`config.mk`:
```
export PLATFORM = sky130hd
export DESIGN_NAME = wrap_serializer
export DESIGN_NICKNAME = d
export VERILOG_FILES = /design/src/rtl/wrs_pkg.sv /design/src/rtl/wrs_boundary_ctr.sv /design/src/rtl/wrs_word_pipe.sv /design/src/rtl/wrs_wrap_mux.sv /design/src/rtl/wrap_serializer.sv
export SDC_FILE = /design/constraint.sdc
export NUM_CORES = 1
export LEC_CHECK = 0
export BUFFER_PORTS_ARGS = -buffer_cell sky130_fd_sc_hd__buf_2
export CAP_MARGIN = 15
export CORE_AREA = 5 5 51 53
export CTS_CLUSTER_SIZE = 30
export DETAILED_ROUTE_END_ITERATION = 6
export DIE_AREA = 0 0 56 58
export GPL_ROUTABILITY_DRIVEN = 1
export HOLD_SLACK_MARGIN = 0.03
export PLACE_DENSITY = 0.74
export SLEW_MARGIN = 5
export SYNTH_ARGS = -nofsm -noshare
export SYNTH_HDL_FRONTEND = slang
export SYNTH_SLANG_ARGS = --single-unit
```
`constraint.sdc`:
```
create_clock -name clk -period 1.7 [get_ports clk]
set_input_delay 0.34 -clock clk [delete_from_list [all_inputs] [get_ports clk]]
set_output_delay 0.34 -clock clk [all_outputs]
set_load 0.03 [all_outputs]
```
`src/rtl/wrs_pkg.sv`:
```
package wrs_pkg;

   // Which end of the parallel word goes out on the wire first.
   typedef enum logic {
      ORDER_LSB_FIRST = 1'b0,
      ORDER_MSB_FIRST = 1'b1
   } bit_order_e;

   // Width of a counter that must hold values 0 .. span-1.
   function automatic int unsigned span_bits(input int unsigned span);
      return (span > 1) ? $clog2(span) : 1;
   endfunction

endpackage

```
`src/rtl/wrs_boundary_ctr.sv`:
```
module wrs_boundary_ctr
   import wrs_pkg::*;
#(
   parameter int unsigned SPAN = 10
) (
   input  logic clk,
   input  logic rst,
   output logic load_stb
);

   localparam int unsigned CW = span_bits(SPAN);
   localparam logic [CW-1:0] LAST = CW'(SPAN - 1);

   if (SPAN < 2) begin : g_bad_span
      $error("wrs_boundary_ctr: SPAN must be at least 2");
   end

   logic [CW-1:0] cnt_q;

   always_ff @(posedge clk) begin
      if (rst) begin
         cnt_q <= '0;
      end else if (cnt_q == LAST) begin
         cnt_q <= '0;
      end else begin
         cnt_q <= cnt_q + 1'b1;
      end
   end

   assign load_stb = (cnt_q == LAST);

   AST_CNT_IN_RANGE: assert property (@(posedge clk) disable iff (rst)
      cnt_q <= LAST);

   AST_STROBE_SINGLE: assert property (@(posedge clk) disable iff (rst)
      load_stb |=> !load_stb);

endmodule

```
`src/rtl/wrs_word_pipe.sv`:
```
module wrs_word_pipe
   import wrs_pkg::*;
#(
   parameter int unsigned WORD_W = 10,
   parameter bit_order_e  ORDER  = ORDER_LSB_FIRST
) (
   input  logic              clk,
   input  logic              rst,
   input  logic              load_stb,
   input  logic [WORD_W-1:0] word_in,
   input  logic              wrap_in,
   output logic              ser_bit,
   output logic              ser_vld,
   output logic              ser_wrap
);

   if (WORD_W < 2) begin : g_bad_width
      $error("wrs_word_pipe: WORD_W must be at least 2");
   end

   // holding stage: filled at each boundary
   logic [WORD_W-1:0] hold_q;
   logic              hold_vld;
   logic              hold_wrap;

   // shift stage: word currently on the wire
   logic [WORD_W-1:0] sh_q;
   logic [WORD_W-1:0] sh_next;
   logic              sh_vld;
   logic              sh_wrap;

   if (ORDER == ORDER_LSB_FIRST) begin : g_lsb
      assign ser_bit = sh_q[0];
      assign sh_next = {1'b0, sh_q[WORD_W-1:1]};
   end else begin : g_msb
      assign ser_bit = sh_q[WORD_W-1];
      assign sh_next = {sh_q[WORD_W-2:0], 1'b0};
   end

   always_ff @(posedge clk) begin
      if (rst) begin
         hold_q    <= '0;
         hold_vld  <= 1'b0;
         hold_wrap <= 1'b0;
         sh_q      <= '0;
         sh_vld    <= 1'b0;
         sh_wrap   <= 1'b0;
      end else if (load_stb) begin
         hold_q    <= word_in;
         hold_vld  <= 1'b1;
         hold_wrap <= wrap_in;
         sh_q      <= hold_q;
         sh_vld    <= hold_vld;
         sh_wrap   <= hold_wrap;
      end else begin
         sh_q      <= sh_next;
      end
   end

   assign ser_vld  = sh_vld;
   assign ser_wrap = sh_wrap;

   AST_HOLD_QUIET: assert property (@(posedge clk) disable iff (rst)
      !load_stb |=> $stable(hold_q) && $stable(hold_wrap));

   AST_PATH_FIXED_MIDWORD: assert property (@(posedge clk) disable iff (rst)
      !load_stb |=> $stable(sh_wrap));

   AST_NO_GAP: assert property (@(posedge clk) disable iff (rst)
      (load_stb && hold_vld) |=> ser_vld);

endmodule

```
`src/rtl/wrs_wrap_mux.sv`:
```
module wrs_wrap_mux #(
   parameter logic LINE_HOLD = 1'b1,
   parameter logic LOOP_IDLE = 1'b0
) (
   input  logic ser_bit,
   input  logic ser_vld,
   input  logic ser_wrap,
   output logic line_out,
   output logic loop_out
);

   always_comb begin
      line_out = LINE_HOLD;
      loop_out = LOOP_IDLE;
      if (ser_vld) begin
         if (ser_wrap) begin
            loop_out = ser_bit;
         end else begin
            line_out = ser_bit;
         end
      end
   end

endmodule

```
`src/rtl/wrap_serializer.sv`:
```
module wrap_serializer
   import wrs_pkg::*;
#(
   parameter int unsigned WORD_W    = 10,
   parameter bit_order_e  ORDER     = ORDER_LSB_FIRST,
   parameter logic        LINE_HOLD = 1'b1
) (
   input  logic              clk,
   input  logic              rst,
   input  logic [WORD_W-1:0] tx_word,
   input  logic              wrap_en,
   output logic              word_load,
   output logic              line_out,
   output logic              loop_out
);

   localparam logic LOOP_IDLE = 1'b0;

   logic load_stb;
   logic ser_bit;
   logic ser_vld;
   logic ser_wrap;

   wrs_boundary_ctr #(
      .SPAN (WORD_W)
   ) u_ctr (
      .clk      (clk),
      .rst      (rst),
      .load_stb (load_stb)
   );

   wrs_word_pipe #(
      .WORD_W (WORD_W),
      .ORDER  (ORDER)
   ) u_pipe (
      .clk      (clk),
      .rst      (rst),
      .load_stb (load_stb),
      .word_in  (tx_word),
      .wrap_in  (wrap_en),
      .ser_bit  (ser_bit),
      .ser_vld  (ser_vld),
      .ser_wrap (ser_wrap)
   );

   wrs_wrap_mux #(
      .LINE_HOLD (LINE_HOLD),
      .LOOP_IDLE (LOOP_IDLE)
   ) u_mux (
      .ser_bit  (ser_bit),
      .ser_vld  (ser_vld),
      .ser_wrap (ser_wrap),
      .line_out (line_out),
      .loop_out (loop_out)
   );

   assign word_load = load_stb;

   AST_LINE_PARKED_IN_WRAP: assert property (@(posedge clk) disable iff (rst)
      ser_wrap |-> line_out == LINE_HOLD);

   AST_LOOP_QUIET_OUT_OF_WRAP: assert property (@(posedge clk) disable iff (rst)
      !ser_wrap |-> loop_out == LOOP_IDLE);

   AST_FLUSHED_AFTER_RESET: assert property (@(posedge clk) disable iff (rst)
      $fell(rst) |-> !ser_vld && line_out == LINE_HOLD);

endmodule

```
Word level (Yosys, flattened, before mapping) --
Cells that the tools add are included.
Storage, ports and cells: flip-flop bits (word level) 28, bits in latches 0, RAM bits 0, ROM bits 0, input port bits 13, output and inout bits 3, memories 0
Operators by class: add/sub/neg operators 1, multipliers 0, divide/modulo/power cells 0, magnitude comparators 0, eq/ne operators 1, shifts and indexed selects 0, mux-type cells 5, bitwise logic cells 1, reductions and logical operators 2
Operators with widths (number):
- $mux 9 | 1
- $add 4x1->4 const B | 1
- $eq 4x4->1 const B | 1
- $mux 1 | 4
- $reduce_or 2->1 | 2
- $not 1->1 | 1

Longest topological paths before layout --
word-level depth 3, depth in mapped cells 7, depth with buffers taken out 6

Hierarchy --
From an unflattened synthesis, not the netlist that was laid out.
Second synthesis, totals: cells, all modules 99, area total of the unflattened synthesis 1058.5 um2
Modules (own cells, without submodules):
- wrs_word_pipe | times used 1, cells an instance 77, area an instance 858.3 um2, seq. area each 480.5 um2
- wrs_boundary_ctr | times used 1, cells an instance 20, area an instance 183.9 um2, seq. area each 80.1 um2
- wrs_wrap_mux | times used 1, cells an instance 2, area an instance 16.3 um2, seq. area each 0.0 um2

Least setup slack after synthesis --
OpenSTA, ideal clock, no wires.
kind reg2out, from register u_ctr.cnt_q[0], to output port word_load, data arrival time 0.978 ns, required time 1.360 ns, setup slack 0.382 ns, cell stages (with the launch flop) 5, path buffers 1, path through dfxtp_1 ha_1 nand3b_4 inv_4 buf_8
Between the ends: cells in the longest elaborated chain, start to end 1
Ends and longest elaborated chain:
- from (decl) | line wrs_boundary_ctr.sv:18 | logic [CW-1:0] cnt_q;
- from (signal assigned) | line wrs_boundary_ctr.sv:26 | cnt_q <= cnt_q + 1'b1;
- $eq 4x4->1 | line wrs_boundary_ctr.sv:30 | assign load_stb = (cnt_q == LAST);
- to (decl) | line wrap_serializer.sv:12 | output logic word_load,
Every way passes these cells.

Worst setup path after layout --
from register u_ctr.cnt_q[1], to output port word_load
Same word-level chain as after synthesis.

==> out/metrics.yaml <==
cts:
  clockRootBuffer: "clkbuf_4"
  cts.sinks: 28
  cts_made_buffers: 3
  clk_pin_slew_worst_paths_ps: 150
  cts_tree: "yes"
  clk_latency_ps: 320
  ctsLongestPathBuffers: 2
  cts_htree_levels: 1
routing:
  vias_per_cell: 4.92
  vias: 812
  routedWlPerCell_um: 11.2
  first_pass_iters: 4
  drtAntennaViolNets: 0
  drc: 0
  drtIter0Drc: 21
  wl_um: 1840
synth:
  synthArstFlopShare_pct: 0
  synth_edf_count: 0
  synthDominantCellAreaShare_pct: 51.4
  ys_warn_count: 0
  synth-main-ff-cell: "dfxtp_1"
  yosys-top-cells-count: "46 x nand2_1, 28 x dfxtp_1, 13 x a21oi_2"
  syn-cell-area_um2: 1090
  synthMostInstantiatedCell: "nand2_1"
  yosys-top-cells-area: "dfxtp_1 51%, nand2_1 16%, a21oi_2 10%"
  synth_seq_cells: 28
  synthesis.nets: 137
  ys_seq_area_share_pct: 51.4
  syn_avg_cell_area_um2: 8.93
  synth.largest_area_cell: "dfxtp_1"
  synth_cells: 122
  synth_cell_types: 21
worst_setup_path:
  critPathKind: "flop to primary output"
  critPathRequiredTime_ps: 1360
  start_kind: "flop"
  worstPathMaxFanout: 12
  endpoint_kind: "primary output"
  crit_arrival_ps: 1270
cells_and_area:
  final_cells: 165
  drive_gt1_share_pct: 29.2
  syn2layout_area_growth_pct: 12.4
  diodes: 0
  final_nets: 153
  fillerInstances: 186
placement:
  dp_cells: 160
  place_congestion: 0.606
  dpl.hpwl_um: 1250
  numPortBuffers: 15
power_and_ir_drop:
  ir_worst_vdd_v: 0.000550
  power_density_nw_per_um2: 850
  p_leak_nw: 0.442
  power_mw: 1.04
floorplanning:
  num_io_pins: 16
  core_um2: 2110
  start_util_pct: 51.8
  chipHeight_um: 58
  dieArea_um2: 3250
  rows: 17
  die_w_um: 56
timing:
  setup_viol: 0
  maxSlewViolCount: 0
  rsz0062_at_grt: "no"
  fin_tns_setup_ps: 0
  period_needed_ps: 1610
  worst_slew_pin_slew_ps: 613
  hold_viol_final: 0
  fmax_mhz: 622
  finalCritPeriodShare_pct: 94.6
  slew_headroom_pct: 59.1
  finalClockSkew_ps: 9.33
grt:
  grt_start_max_net_pins: 29
  grt_pass1_wl_um: 3170
  grt_pass1_vias: 736
  grt_usage_pct: 12.1
  overflow: 0
  antenna_found_initial: 0
run_status:
  status: "finished, final reports clean"
job:
  drv_cap: 0
min_path:
  holdCritPathClass: "input pin to flop"
where the power goes:
part | switching, mW | total [mW] | internal, mW
clock network | 0.185 | 0.316 | 0.131
logic | 0.0273 | 0.0533 | 0.0260
registers | 0.00842 | 0.672 | 0.664
total | 0.220 | 1.04 | 0.821
per-layer routing:
metal	track usage, %	up-vias	share of wire [%]
li1	-	424	-
met4	6.10	0	2.1
met2	18.0	14	46
met1	16.8	370	49
met3	2.00	4	3.4
met5	0	-	0
final cells by class:
cell class                 count  area (um2)  area share, %
sequential                    28         563           46.0
clock buffer                   4        36.3           2.96
timing repair buffer          18         104           8.48
multi-input combinational     85         472           38.5
inverter                       2        15.0           1.23
tap                           28        35.0           2.86
timing repair:
| action | in CTS | in global routing |
|---|---|---|
| setup buffers | 0 | 1 |
| endpoints found under the setup margin | 1 | 1 |
| resized for setup | 3 | 5 |
| hold buffers | 0 | 0 |
per-stage QoR:
step / setup slack [ps] / hold WS, ps / util [%] / instance area [um2]
2_1_floorplan: 382 / 422 / - / 1090
3_3_place_gp: 324 / 425 / 54.8 / 1150
3_5_place_dp: 284 / 433 / 54.8 / 1150
4_1_cts: 0.189 / 233 / 56.9 / 1200
5_1_grt: 8.75 / 206 / 58.2 / 1220
6_report: 91.1 / 240 / 58.2 / 1220
state kept, by name, indices dropped and copies added, names as in the netlist:
signal / cells
u_pipe.hold_vld: 1
u_pipe.ser_vld: 1
u_pipe.ser_wrap: 1
u_pipe.sh_q: 10
u_pipe.hold_wrap: 1
u_ctr.cnt_q: 4
u_pipe.hold_q: 10
placed cells by master (no fill, tap or decap):
master,count
inv_1,1
a21oi_2,13
and3_1,1
nand3b_4,1
buf_4,3
buf_2,14
ha_4,1
ha_1,1
clkbuf_8,1
nor3_1,2
nor2_1,4
nor3b_1,1
inv_8,1
buf_6,1
a31oi_1,1
dfxtp_1,26
a21oi_1,10
clkbuf_4,3
mux2i_1,1
nand2_1,46
nand4b_1,1
or3b_1,1
nand3_1,1
dfxtp_2,2
path summary, 6_finish.rpt:
path / from / endpoint / slack (ps) / depth (start not counted)
hold reg to reg: u_pipe.sh_q[2] / u_pipe.sh_q[1] / 450 / 2
setup / recovery: u_ctr.cnt_q[1] / word_load / 90 / 5
setup reg to reg: u_ctr.cnt_q[1] / u_pipe.hold_q[9] / 420 / 7
hold / removal: wrap_en / u_pipe.hold_wrap / 240 / 3
critical path: stages, from the launching register on:
cell      delay [ps]
dfxtp_2          360
inv_1             90
ha_4             150
nand3b_4         110
inv_8            100
buf_6            130
kinds of logic (layout without fill, tap and decap cells):
logic type	count (synthesis)	after routing	synth area share (%)
buf+inv	9	24	6.43
mux	1	1	0.919
flops	28	28	51.4
fa+ha+maj	2	2	2.30
compound gates	24	24	15.6
simple gates	58	58	23.3
Note: power is estimated with default switching activity, not from simulation.
